### src/rtl/smb_idx_pkg.sv
package smb_idx_pkg;

  typedef enum logic [2:0] {
    ST_IDLE,
    ST_RX,
    ST_RX_ACK,
    ST_TX,
    ST_TX_ACK,
    ST_WAIT
  } st_t;

  typedef enum logic [1:0] {
    RK_ADDR,
    RK_CMD,
    RK_DATA
  } rk_t;

  // Combine a bus write with the old value under the per-bit policy masks.
  function automatic logic [7:0] merge_wr(input logic [7:0] old_v,
                                          input logic [7:0] din,
                                          input logic [7:0] wmask,
                                          input logic [7:0] cmask);
    return (old_v & ~wmask & ~cmask) | (din & wmask & ~cmask) | (old_v & cmask & ~din);
  endfunction

endpackage

### src/rtl/smb_line_sync.sv
module smb_line_sync #(
  parameter int STAGES = 2
) (
  input  logic clk,
  input  logic rst,
  input  logic scl_i,
  input  logic sda_i,
  output logic sda_s,
  output logic scl_rise,
  output logic scl_fall,
  output logic start_det,
  output logic stop_det
);

  logic [STAGES:0] scl_sh;
  logic [STAGES:0] sda_sh;

  always_ff @(posedge clk) begin
    if (rst) begin
      scl_sh <= '1;
      sda_sh <= '1;
    end else begin
      scl_sh <= {scl_sh[STAGES-1:0], scl_i};
      sda_sh <= {sda_sh[STAGES-1:0], sda_i};
    end
  end

  logic scl_now, scl_prev, sda_now, sda_prev;
  assign scl_now  = scl_sh[STAGES-1];
  assign scl_prev = scl_sh[STAGES];
  assign sda_now  = sda_sh[STAGES-1];
  assign sda_prev = sda_sh[STAGES];

  assign sda_s     = sda_now;
  assign scl_rise  = scl_now & ~scl_prev;
  assign scl_fall  = ~scl_now & scl_prev;
  assign start_det = scl_now & scl_prev & sda_prev & ~sda_now;
  assign stop_det  = scl_now & scl_prev & ~sda_prev & sda_now;

endmodule

### src/rtl/smb_idx_fsm.sv
module smb_idx_fsm
  import smb_idx_pkg::*;
#(
  parameter int         NUM_REGS   = 8,
  parameter logic [6:0] SLAVE_ADDR = 7'h69
) (
  input  logic       clk,
  input  logic       rst,
  input  logic       sda_s,
  input  logic       scl_rise,
  input  logic       scl_fall,
  input  logic       start_det,
  input  logic       stop_det,
  input  logic [7:0] rd_data,
  output logic [7:0] rd_idx,
  output logic       bus_we,
  output logic [7:0] bus_idx,
  output logic [7:0] bus_wdata,
  output logic       sda_oe
);

  localparam logic [7:0] CNT8 = 8'(NUM_REGS);

  st_t        st;
  rk_t        rk;
  logic [7:0] sh;
  logic [3:0] bcnt;
  logic       rd_mode;
  logic       byte_mode;
  logic [6:0] offs;
  logic [7:0] ptr;
  logic       send_cnt;
  logic       cnt_seen;
  logic       one_done;

  logic [7:0] tx_byte;
  logic       ptr_in_rng;

  assign rd_idx     = ptr;
  assign tx_byte    = send_cnt ? CNT8 : rd_data;
  assign ptr_in_rng = (int'(ptr) < NUM_REGS);

  always_ff @(posedge clk) begin
    if (rst) begin
      st        <= ST_IDLE;
      rk        <= RK_ADDR;
      sh        <= '0;
      bcnt      <= '0;
      rd_mode   <= 1'b0;
      byte_mode <= 1'b0;
      offs      <= '0;
      ptr       <= '0;
      send_cnt  <= 1'b0;
      cnt_seen  <= 1'b0;
      one_done  <= 1'b0;
      sda_oe    <= 1'b0;
      bus_we    <= 1'b0;
      bus_idx   <= '0;
      bus_wdata <= '0;
    end else begin
      bus_we <= 1'b0;
      if (start_det) begin
        st     <= ST_RX;
        rk     <= RK_ADDR;
        bcnt   <= '0;
        sda_oe <= 1'b0;
      end else if (stop_det) begin
        st     <= ST_IDLE;
        sda_oe <= 1'b0;
      end else begin
        case (st)
          ST_RX: begin
            if (scl_rise) begin
              sh   <= {sh[6:0], sda_s};
              bcnt <= bcnt + 4'd1;
            end else if (scl_fall && bcnt == 4'd8) begin
              case (rk)
                RK_ADDR: begin
                  if (sh[7:1] == SLAVE_ADDR) begin
                    sda_oe  <= 1'b1;
                    st      <= ST_RX_ACK;
                    rd_mode <= sh[0];
                    if (sh[0]) begin
                      ptr      <= byte_mode ? {1'b0, offs} : 8'd0;
                      send_cnt <= ~byte_mode;
                    end
                  end else begin
                    st <= ST_WAIT;
                  end
                end
                RK_CMD: begin
                  sda_oe    <= 1'b1;
                  st        <= ST_RX_ACK;
                  byte_mode <= sh[7];
                  offs      <= sh[6:0];
                  ptr       <= '0;
                  cnt_seen  <= 1'b0;
                  one_done  <= 1'b0;
                end
                default: begin
                  if (byte_mode) begin
                    if (!one_done) begin
                      sda_oe    <= 1'b1;
                      st        <= ST_RX_ACK;
                      bus_we    <= 1'b1;
                      bus_idx   <= {1'b0, offs};
                      bus_wdata <= sh;
                      one_done  <= 1'b1;
                    end else begin
                      st <= ST_WAIT;
                    end
                  end else if (!cnt_seen) begin
                    sda_oe   <= 1'b1;
                    st       <= ST_RX_ACK;
                    cnt_seen <= 1'b1;
                  end else if (ptr_in_rng) begin
                    sda_oe    <= 1'b1;
                    st        <= ST_RX_ACK;
                    bus_we    <= 1'b1;
                    bus_idx   <= ptr;
                    bus_wdata <= sh;
                    ptr       <= ptr + 8'd1;
                  end else begin
                    st <= ST_WAIT;
                  end
                end
              endcase
            end
          end
          ST_RX_ACK: begin
            if (scl_fall) begin
              bcnt   <= '0;
              sda_oe <= 1'b0;
              if (rd_mode) begin
                sh     <= tx_byte;
                sda_oe <= ~tx_byte[7];
                st     <= ST_TX;
                if (send_cnt) send_cnt <= 1'b0;
                else          ptr      <= ptr + 8'd1;
              end else begin
                st <= ST_RX;
                rk <= (rk == RK_ADDR) ? RK_CMD : RK_DATA;
              end
            end
          end
          ST_TX: begin
            if (scl_rise) begin
              bcnt <= bcnt + 4'd1;
            end else if (scl_fall) begin
              if (bcnt == 4'd8) begin
                sda_oe <= 1'b0;
                st     <= ST_TX_ACK;
              end else begin
                sh     <= {sh[6:0], 1'b0};
                sda_oe <= ~sh[6];
              end
            end
          end
          ST_TX_ACK: begin
            if (scl_rise && sda_s) begin
              st <= ST_WAIT;
            end else if (scl_fall) begin
              bcnt   <= '0;
              sh     <= tx_byte;
              sda_oe <= ~tx_byte[7];
              st     <= ST_TX;
              if (send_cnt) send_cnt <= 1'b0;
              else          ptr      <= ptr + 8'd1;
            end
          end
          default: ;
        endcase
      end
    end
  end

endmodule

### src/rtl/smb_idx_regfile.sv
module smb_idx_regfile
  import smb_idx_pkg::*;
#(
  parameter int                      NUM_REGS = 8,
  parameter logic [NUM_REGS*8-1:0]   WR_MASK  = '1,
  parameter logic [NUM_REGS*8-1:0]   W1C_MASK = '0,
  parameter logic [NUM_REGS*8-1:0]   RST_VAL  = '0
) (
  input  logic                    clk,
  input  logic                    rst,
  input  logic                    bus_we,
  input  logic [7:0]              bus_idx,
  input  logic [7:0]              bus_wdata,
  input  logic                    hw_we,
  input  logic [7:0]              hw_idx,
  input  logic [7:0]              hw_wdata,
  input  logic [7:0]              rd_idx,
  output logic [7:0]              rd_data,
  output logic [NUM_REGS*8-1:0]   cfg_q
);

  for (genvar g = 0; g < NUM_REGS; g++) begin : g_reg
    logic [7:0] q;
    always_ff @(posedge clk) begin
      if (rst) begin
        q <= RST_VAL[g*8 +: 8];
      end else if (hw_we && hw_idx == 8'(g)) begin
        q <= hw_wdata;
      end else if (bus_we && bus_idx == 8'(g)) begin
        q <= merge_wr(q, bus_wdata, WR_MASK[g*8 +: 8], W1C_MASK[g*8 +: 8]);
      end
    end
    assign cfg_q[g*8 +: 8] = q;
  end

  always_comb begin
    rd_data = 8'h00;
    for (int i = 0; i < NUM_REGS; i++) begin
      if (rd_idx == 8'(i)) rd_data = cfg_q[i*8 +: 8];
    end
  end

endmodule

### src/rtl/smb_idx_regs.sv
module smb_idx_regs #(
  parameter int                    NUM_REGS    = 8,
  parameter logic [6:0]            SLAVE_ADDR  = 7'h69,
  parameter int                    SYNC_STAGES = 2,
  parameter logic [NUM_REGS*8-1:0] WR_MASK     = 64'hFFFF_F000_F07F_FFFF,
  parameter logic [NUM_REGS*8-1:0] W1C_MASK    = 64'h0000_0F00_0000_0000,
  parameter logic [NUM_REGS*8-1:0] RST_VAL     = 64'hA500_0048_007F_FF00
) (
  input  logic                  clk,
  input  logic                  rst,
  input  logic                  scl_i,
  input  logic                  sda_i,
  output logic                  sda_oe,
  input  logic                  hw_we,
  input  logic [7:0]            hw_idx,
  input  logic [7:0]            hw_wdata,
  output logic [NUM_REGS*8-1:0] cfg_q
);

  logic       sda_s, scl_rise, scl_fall, start_det, stop_det;
  logic [7:0] rd_idx, rd_data;
  logic       bus_we;
  logic [7:0] bus_idx, bus_wdata;

  smb_line_sync #(.STAGES(SYNC_STAGES)) u_sync (
    .clk       (clk),
    .rst       (rst),
    .scl_i     (scl_i),
    .sda_i     (sda_i),
    .sda_s     (sda_s),
    .scl_rise  (scl_rise),
    .scl_fall  (scl_fall),
    .start_det (start_det),
    .stop_det  (stop_det)
  );

  smb_idx_fsm #(.NUM_REGS(NUM_REGS), .SLAVE_ADDR(SLAVE_ADDR)) u_fsm (
    .clk       (clk),
    .rst       (rst),
    .sda_s     (sda_s),
    .scl_rise  (scl_rise),
    .scl_fall  (scl_fall),
    .start_det (start_det),
    .stop_det  (stop_det),
    .rd_data   (rd_data),
    .rd_idx    (rd_idx),
    .bus_we    (bus_we),
    .bus_idx   (bus_idx),
    .bus_wdata (bus_wdata),
    .sda_oe    (sda_oe)
  );

  smb_idx_regfile #(
    .NUM_REGS (NUM_REGS),
    .WR_MASK  (WR_MASK),
    .W1C_MASK (W1C_MASK),
    .RST_VAL  (RST_VAL)
  ) u_regs (
    .clk       (clk),
    .rst       (rst),
    .bus_we    (bus_we),
    .bus_idx   (bus_idx),
    .bus_wdata (bus_wdata),
    .hw_we     (hw_we),
    .hw_idx    (hw_idx),
    .hw_wdata  (hw_wdata),
    .rd_idx    (rd_idx),
    .rd_data   (rd_data),
    .cfg_q     (cfg_q)
  );

endmodule

### config.mk
export PLATFORM = sky130hd
export DESIGN_NAME = smb_idx_regs
export DESIGN_NICKNAME = d
export VERILOG_FILES = /design/src/rtl/smb_idx_pkg.sv /design/src/rtl/smb_line_sync.sv /design/src/rtl/smb_idx_fsm.sv /design/src/rtl/smb_idx_regfile.sv /design/src/rtl/smb_idx_regs.sv
export SDC_FILE = /design/constraint.sdc
export NUM_CORES = 1
export LEC_CHECK = 0
export ABC_AREA = 1
export BUFFER_PORTS_ARGS = -buffer_cell sky130_fd_sc_hd__buf_2
export CELL_PAD_IN_SITES_DETAIL_PLACEMENT = 1
export CELL_PAD_IN_SITES_GLOBAL_PLACEMENT = 2
export CORE_MARGIN = 2
export CORE_UTILIZATION = 35
export CTS_CLUSTER_DIAMETER = 40
export CTS_CLUSTER_SIZE = 20
export DETAILED_ROUTE_END_ITERATION = 6
export PLACE_DENSITY_LB_ADDON = 0.08
export SYNTH_ARGS = -nofsm -noshare
export SYNTH_HDL_FRONTEND = slang
export SYNTH_SLANG_ARGS = --single-unit
### constraint.sdc
create_clock -name clk -period 4.9 [get_ports clk]
set_clock_uncertainty 0.2 [all_clocks]
set_input_delay 0.98 -clock clk [delete_from_list [all_inputs] [get_ports clk]]
set_output_delay 0.98 -clock clk [all_outputs]
set_load 0.1 [all_outputs]
== Word-level counts from Yosys, hierarchy flattened ==
Index checks and enable logic that the tools add are counted.
Storage, ports and cells
  output and inout port bits: 65
  register bits: 125
  input port bits: 21
  word-level logic and storage cells: 280
Cells by class
  equality and inequality tests: 59
  muxes and demuxes: 112
  bitwise operators: 27
  order comparisons: 1
  reduce and logical (&&, ||, !) cells: 53
  add/sub/neg operators: 2
Operators with widths (count)
  8-bit 2-to-1 mux: 51
  8-bit by 3-bit equality test with 1-bit output, second input constant: 11
  8-bit by 2-bit equality test with 1-bit output, second input constant: 6
  3-bit 2-to-1 mux: 13
  8-bit case mux with 4 select lines: 1
  1-bit 2-to-1 mux: 31
  8-bit by 1-bit equality test with 1-bit output, second input constant: 3
  8-bit zero test: 3
  8-bit case mux with 3 select lines: 1
  2-bit by 1-bit inequality test with 1-bit output, second input constant: 11
  11-bit AND reduction: 2
  7-bit AND reduction: 3
  2-bit nonzero test: 10
  1-bit logical AND: 17
  4-bit by 3-bit inequality test with 1-bit output, second input constant: 4
  8-bit case mux with 2 select lines: 1
  8-bit AND reduction: 2
  1-bit NOT: 15
  14-bit AND reduction: 1
  4-bit 2-to-1 mux: 3
  2-bit inequality test, second input constant: 6
  4-bit inequality test, second input constant: 3
  3-bit case mux with 4 select lines: 1
  4-bit case mux with 3 select lines: 1
  other kinds (38): 54

== Logic depth before layout (Yosys ltp) ==
  depth in word-level cells: 14
  depth in mapped cells: 17
  gate-level depth less buffers: 16

== Cells and area by module ==
Synthesis repeated with hierarchy kept, for this count alone.
Unflattened totals
  cell total of the unflattened synthesis: 1094
  area total of the unflattened synthesis: 7075.5 sq um
Modules (own cells, without submodules)
  smb_idx_regfile: area an instance 3754.9 sq um, sequential area each 1281.2 sq um, cells each 575, instances 1
  smb_idx_fsm: area an instance 3123.0 sq um, sequential area each 1101.1 sq um, cells each 495, instances 1
  smb_line_sync: area an instance 197.7 sq um, sequential area each 120.1 sq um, cells each 24, instances 1

== Least setup slack after synthesis ==
Ideal clock, no wire load.
  path type: input to register
  from: in hw_idx[3]
  to: reg u_regs.g_reg[2].q[0]
  buffers on the path: 0
  setup time: 139 ps
  required time: 4561 ps
  path slack: 2480 ps
  cell stages on the path: 8
  arrival time: 2080 ps
  path through: nor3b_1 > nand2_1 > nor2_4 > clkinv_1 > nand2_1 > inv_1 > nand2_1 > o2111ai_1
On the way
  word-level cells in the longest chain between the ends: 3
  elaborated cells between the ends (all ways): 4
  those cells by class: eq/ne (1); mux (1); reduce/logical (2)
RTL lines
  from (decl): line smb_idx_regs.sv:15  | input logic [7:0] hw_idx,
  8-bit by 2-bit equality test with 1-bit output (*): line smb_idx_regfile.sv:27  | end else if (hw_we && hw_idx == 8'(g)) begin
  1-bit logical AND (*): line smb_idx_regfile.sv:27
  8-bit 2-to-1 mux / 2-bit nonzero test (equally long branches)
  to (signal assigned): line smb_idx_regfile.sv:26  | q <= RST_VAL[g*8 +: 8];
  to (signal assigned): line smb_idx_regfile.sv:28  | q <= hw_wdata;
  to (signal assigned): line smb_idx_regfile.sv:30  | q <= merge_wr(q, bus_wdata, WR_MASK[g*8 +: 8], W1C_MASK[g*8 +: 8]);
  to (decl): line smb_idx_regfile.sv:23  | logic [7:0] q;
Every way passes the cells marked *; elsewhere a longest branch is shown, timed or not.
A chain may end at the register's enable or synchronous reset.

== Final worst setup path ==
  from: reg u_fsm.bcnt[0]
  to: reg u_fsm.bus_idx[3]
On the way
  word-level cells in the longest chain between the ends: 3
RTL lines
  from (decl): line smb_idx_fsm.sv:27  | logic [3:0] bcnt;
  from (signal assigned): line smb_idx_fsm.sv:75  | bcnt <= bcnt + 4'd1;
  from (signal assigned): line smb_idx_fsm.sv:148  | bcnt <= bcnt + 4'd1;
  4-bit equality test: line smb_idx_fsm.sv:76  | end else if (scl_fall && bcnt == 4'd8) begin
  1-bit logical AND: line smb_idx_fsm.sv:76
  9-bit AND reduction (no line)
  to (signal assigned): line smb_idx_fsm.sv:106  | bus_idx <= {1'b0, offs};
  to (signal assigned): line smb_idx_fsm.sv:120  | bus_idx <= ptr;
  to (decl): line smb_idx_fsm.sv:17  | output logic [7:0] bus_idx,
Every way passes these cells.

==> parameters.txt <==
Parameter                              Value

Critical path
  Worst endpoint required time    5.04 ns
  Arrival @ worst endpoint    3.00 ns
  Most frequent cell on the critical path    sky130_fd_sc_hd__nand2_1
  Kind of launch point of the worst setup path    flip-flop
  Crit-path leading delay family    simple AND/OR/NAND/NOR gates
  Critical path launch point    u_fsm.bcnt[0]$_SDFFE_PP0P_
  Setup Crit Path Kind    flip-flop to flip-flop
  Worst reg2reg path endpoint    u_fsm.bus_idx[3]$_SDFFE_PP0P_
  Cell chain of the critical path    inv_1 -> ha_1 -> nand2_1 -> nor2_1 -> nand2_1 -> nor2_4 -> inv_2 -> nor2_2 -> nand2_1 -> inv_1 -> o21ai_0 -> a31oi_1
  Longest individual stage delay on the worst path    0.51 ns
  Worst Setup End Kind    flip-flop
  Critical R2R Launch    u_fsm.bcnt[0]$_SDFFE_PP0P_
  Maximum fanout along the worst path    30
  Cell depth of the worst flop-to-flop path    12
  R2R Setup Slk    2.05 ns
  Number of buffers and inverters on the critical path    3
  Crit path max-delay cell type    sky130_fd_sc_hd__nand2_1

Route
  DRC marker count from the first detailed-route iteration    437
  Post-route DRC    0
  Sum of routed wire length over all layers    25000 µm
  Post-DR wirelength/cell    19.6 µm
  Via count    6781
  TritonRoute pass-1 iters    5
  Post-route ant nets    0
  Routed vias/inst    5.30

Logic synthesis
  XOR/XNOR Fraction of Synth Area    0.00402
  Ys async rst share    0
  Synthesized-area fraction occupied by and/or/nand/nor cells    0.281
  Top FF cell, synth    sky130_fd_sc_hd__dfxtp_1
  Synthesized area    6540 µm²
  Number of warning messages in the yosys log    0
  Synth Register Bits    125
  Compound-gate portion of the synthesized area    0.222
  Portion of netlist area occupied by mux cells    0
  Syn avg cell area    6.81 µm²
  Instance count of the mapped netlist    960
  Adder-cell area share of the yosys netlist    0.0115
  Main combinational cell family by area after synthesis    simple AND/OR/NAND/NOR gates
  Sequential-to-total area share from yosys stat    0.383
  Nets in the synthesized netlist    987
  EDFF count, synth    0
  Post-synthesis cell type count    51

Placement
  Final GP Congestion    0.824
  Port buffer count    85
  Half-perimeter wire length of the detailed placement result    18800 µm
  Post-detailed-placement cell area    about 7100 µm²

Clock network
  Quantity of hold-fixing buffers added after cts    0
  Max Root-Sink Buffers    2
  Count of H-tree levels built during CTS    4
  Inserted Clock Buffers    17
  Clock tree sinks    about 130
  Clock slew at the register clock pins of the worst setup and hold paths    0.06 ns
  TritonCTS clock tree    yes
  Setup bufs post-CTS    0
  Cts repair resizes    0
  Root buffer cell    sky130_fd_sc_hd__clkbuf_16
  Clock latency reported for the late side of the worst-skew pair    0.43 ns

Cells and area
  Number of nets at the end of the flow    1064
  Signed area change from the synthesized netlist to the final layout    18.5%
  Multi-input gate area in the final layout    3390 µm²
  Ratio of cells with drive above 1 in the final layout    0.158
  Number of diodes    0
  Fill count    2364
  Sequential cell area    2500 µm²
  Summed area of non-filler cells in the final layout    7750 µm²

Floorplanning
  # IOs    86
  Effective utilization at floorplan    0.360
  Vertical extent of the die    about 140 µm
  Placement row count    between 40 and 50
  Die width    ~140 µm
  Area of the die    19800 µm²
  Placeable core region    18100 µm²

STA
  Unrepaired setup endpoints after global routing    false
  Final Setup Violations    0
  Shortest clock period the worst path allows after layout    about 2.9 ns
  Maximum clock frequency    approximately 350 MHz
  Worst slew margin relative to its limit    0.352
  Final worst-path cycle share    0.583
  Final max-slew violation count    0
  Pin slew with the least headroom to its limit    0.968 ns
  Post-route setup TNS    0 ns
  Final hold viol count    0

Outcome
  Result of the run    finished, final reports clean

Hold path
  Source of the worst hold timing path    u_sync.scl_sh[0]$_SDFF_PP1_
  Class of the tightest hold or removal check    flip-flop to flip-flop
  Cell count of the worst hold path    1
  Worst-case hold path end point    u_sync.scl_sh[1]$_SDFF_PP1_

Power and ir drop
  Worst voltage drop across the vdd grid    249 µV
  Power density over cell area    around 450 nW/µm²
  Leakage dissipation    3.54 nW

Global route
  Total routing resource utilization after global routing    0.257
  Global-route wire length before repair    38900 µm
  Vias in the first global route    between 6000 and 7000
  Number of antenna violations at the first check in global routing    0
  Largest net degree at the start of global routing    just under 60
  Global route overflow    0

Flow run
  Max-capacitance violation count    0
[cells in the mapped netlist, types with 5 or more instances]
library cell	n	area, µm²
sky130_fd_sc_hd__o211ai_1	17	128
sky130_fd_sc_hd__a221oi_1	5	43.8
sky130_fd_sc_hd__dfxtp_1	125	2500
sky130_fd_sc_hd__or2_2	6	37.5
sky130_fd_sc_hd__ha_1	6	75.1
sky130_fd_sc_hd__nand3_1	49	245
sky130_fd_sc_hd__o21ai_0	105	526
sky130_fd_sc_hd__o2111ai_1	5	43.8
sky130_fd_sc_hd__nor3_1	22	110
sky130_fd_sc_hd__inv_1	123	462
sky130_fd_sc_hd__nand4_1	8	50.1
sky130_fd_sc_hd__inv_2	7	26.3
sky130_fd_sc_hd__a21oi_1	93	465
sky130_fd_sc_hd__nor2_2	11	68.8
sky130_fd_sc_hd__clkbuf_1	20	75.1
sky130_fd_sc_hd__nor3_2	6	60.1
sky130_fd_sc_hd__nand2_1	194	728
sky130_fd_sc_hd__nor2_1	90	338
[worst reg2reg max path: cells and delay by family, from the launching register on]
kind                     cells  cell delay (ns)
AO/OA/AOI/OAI                2             0.35
AND/OR/NAND/NOR              6             1.29
flip-flops                   1             0.34
buffers and inverters        3             0.45
adder cells (fa/ha/maj)      1             0.14
[worst max-delay path by stage]
stage,to,slack (ns),depth (start not counted)
4_1_cts,u_fsm.bus_idx[3]$_SDFFE_PP0P_,2.01,12
5_1_grt,u_fsm.bus_idx[3]$_SDFFE_PP0P_,1.73,12
2_1_floorplan,u_regs.g_reg[2].q[0]$_SDFFE_PP1P_,2.48,8
3_3_place_gp,u_regs.g_reg[4].q[7]$_SDFFE_PP0P_,1.66,5
6_report,u_fsm.bus_idx[3]$_SDFFE_PP0P_,2.05,12
3_5_place_dp,u_regs.g_reg[3].q[2]$_SDFFE_PP0P_,1.63,5
[state kept, by name, summed over array words and instances (netlist names)]
signal and cells:
u_fsm.rk 2, u_regs.g.q 64, u_fsm.offs 7, u_fsm.bus_wdata 8
u_fsm.byte_mode 1, u_fsm.bcnt 4, u_fsm.st 3, u_fsm.sda_oe 1
u_sync.sda_sh 3, u_fsm.sh 8, u_fsm.one_done 1, u_fsm.cnt_seen 1
u_fsm.rd_idx 8, u_fsm.send_cnt 1, u_sync.scl_sh 3, u_fsm.rd_mode 1
u_fsm.bus_we 1, u_fsm.bus_idx 8
[cells in the final DEF, fill, tap and decap left out, drive strengths merged, types with 5 or more instances in the layout]
master / instances
a21oi: 95
a221oi: 5
buf: 87
clkbuf: 21
clkinv: 6
dfxtp: 125
ha: 6
inv: 130
nand2: 199
nand3: 50
nand4: 8
nor2: 104
nor3: 31
o2111ai: 5
o211ai: 17
o21ai: 109
or2: 8
[power breakdown]
part | total, W | switching (W) | internal [W] | leakage, nW
Sequential | 0.00117 | 0.0000868 | 0.00108 | 1.01
Combinational | 0.000930 | 0.000682 | 0.000248 | 2.24
Clock | 0.00137 | 0.000498 | 0.000875 | 0.295
Total | 0.00347 | 0.00127 | 0.00220 | 3.54
[per-stage QoR]
stage	util	hold slack (ns)	total power (W)	setup slack [ns]	cells
final	0.427	0.216	0.00347	2.05	1279
after global routing	0.427	0.222	0.00366	1.73	1279
after CTS	0.427	0.219	0.00349	2.01	1279
after detailed placement	0.393	0.200	0.00212	1.63	1247
after global placement	0.393	0.195	0.00211	1.66	1247
after floorplan	-	0.189	0.00181	2.48	960
[final cells by class]
| type | instances | share of cell area |
|---|---|---|
| Clock buffer | 21 | 0.0594 |
| Clock inverter | 11 | 0.0213 |
| Inverter | 133 | 0.0649 |
| Multi-Input combinational cell | 673 | 0.438 |
| Sequential cell | 125 | 0.323 |
| Tap cell | 229 | 0.0370 |
| Timing Repair Buffer | 87 | 0.0568 |
[routing by layer]
metal,share of wire,routed length [µm],GRT usage,vias to the layer above
li1,-,-,-,3351
met1,0.46,11500,0.338,3251
met2,0.48,12100,0.434,144
met3,0.035,885,0.0425,35
met4,0.023,575,0.0816,0
met5,0,0,0,-
[kinds of logic after synthesis]
family	count (synthesis)
AND/OR/NAND/NOR	407
AO/OA/AOI/OAI	257
buffers and inverters	162
flip-flops	125
adder cells (fa/ha/maj)	6
XOR/XNOR	3
No activity file was read; power rests on OpenSTA's default activity.
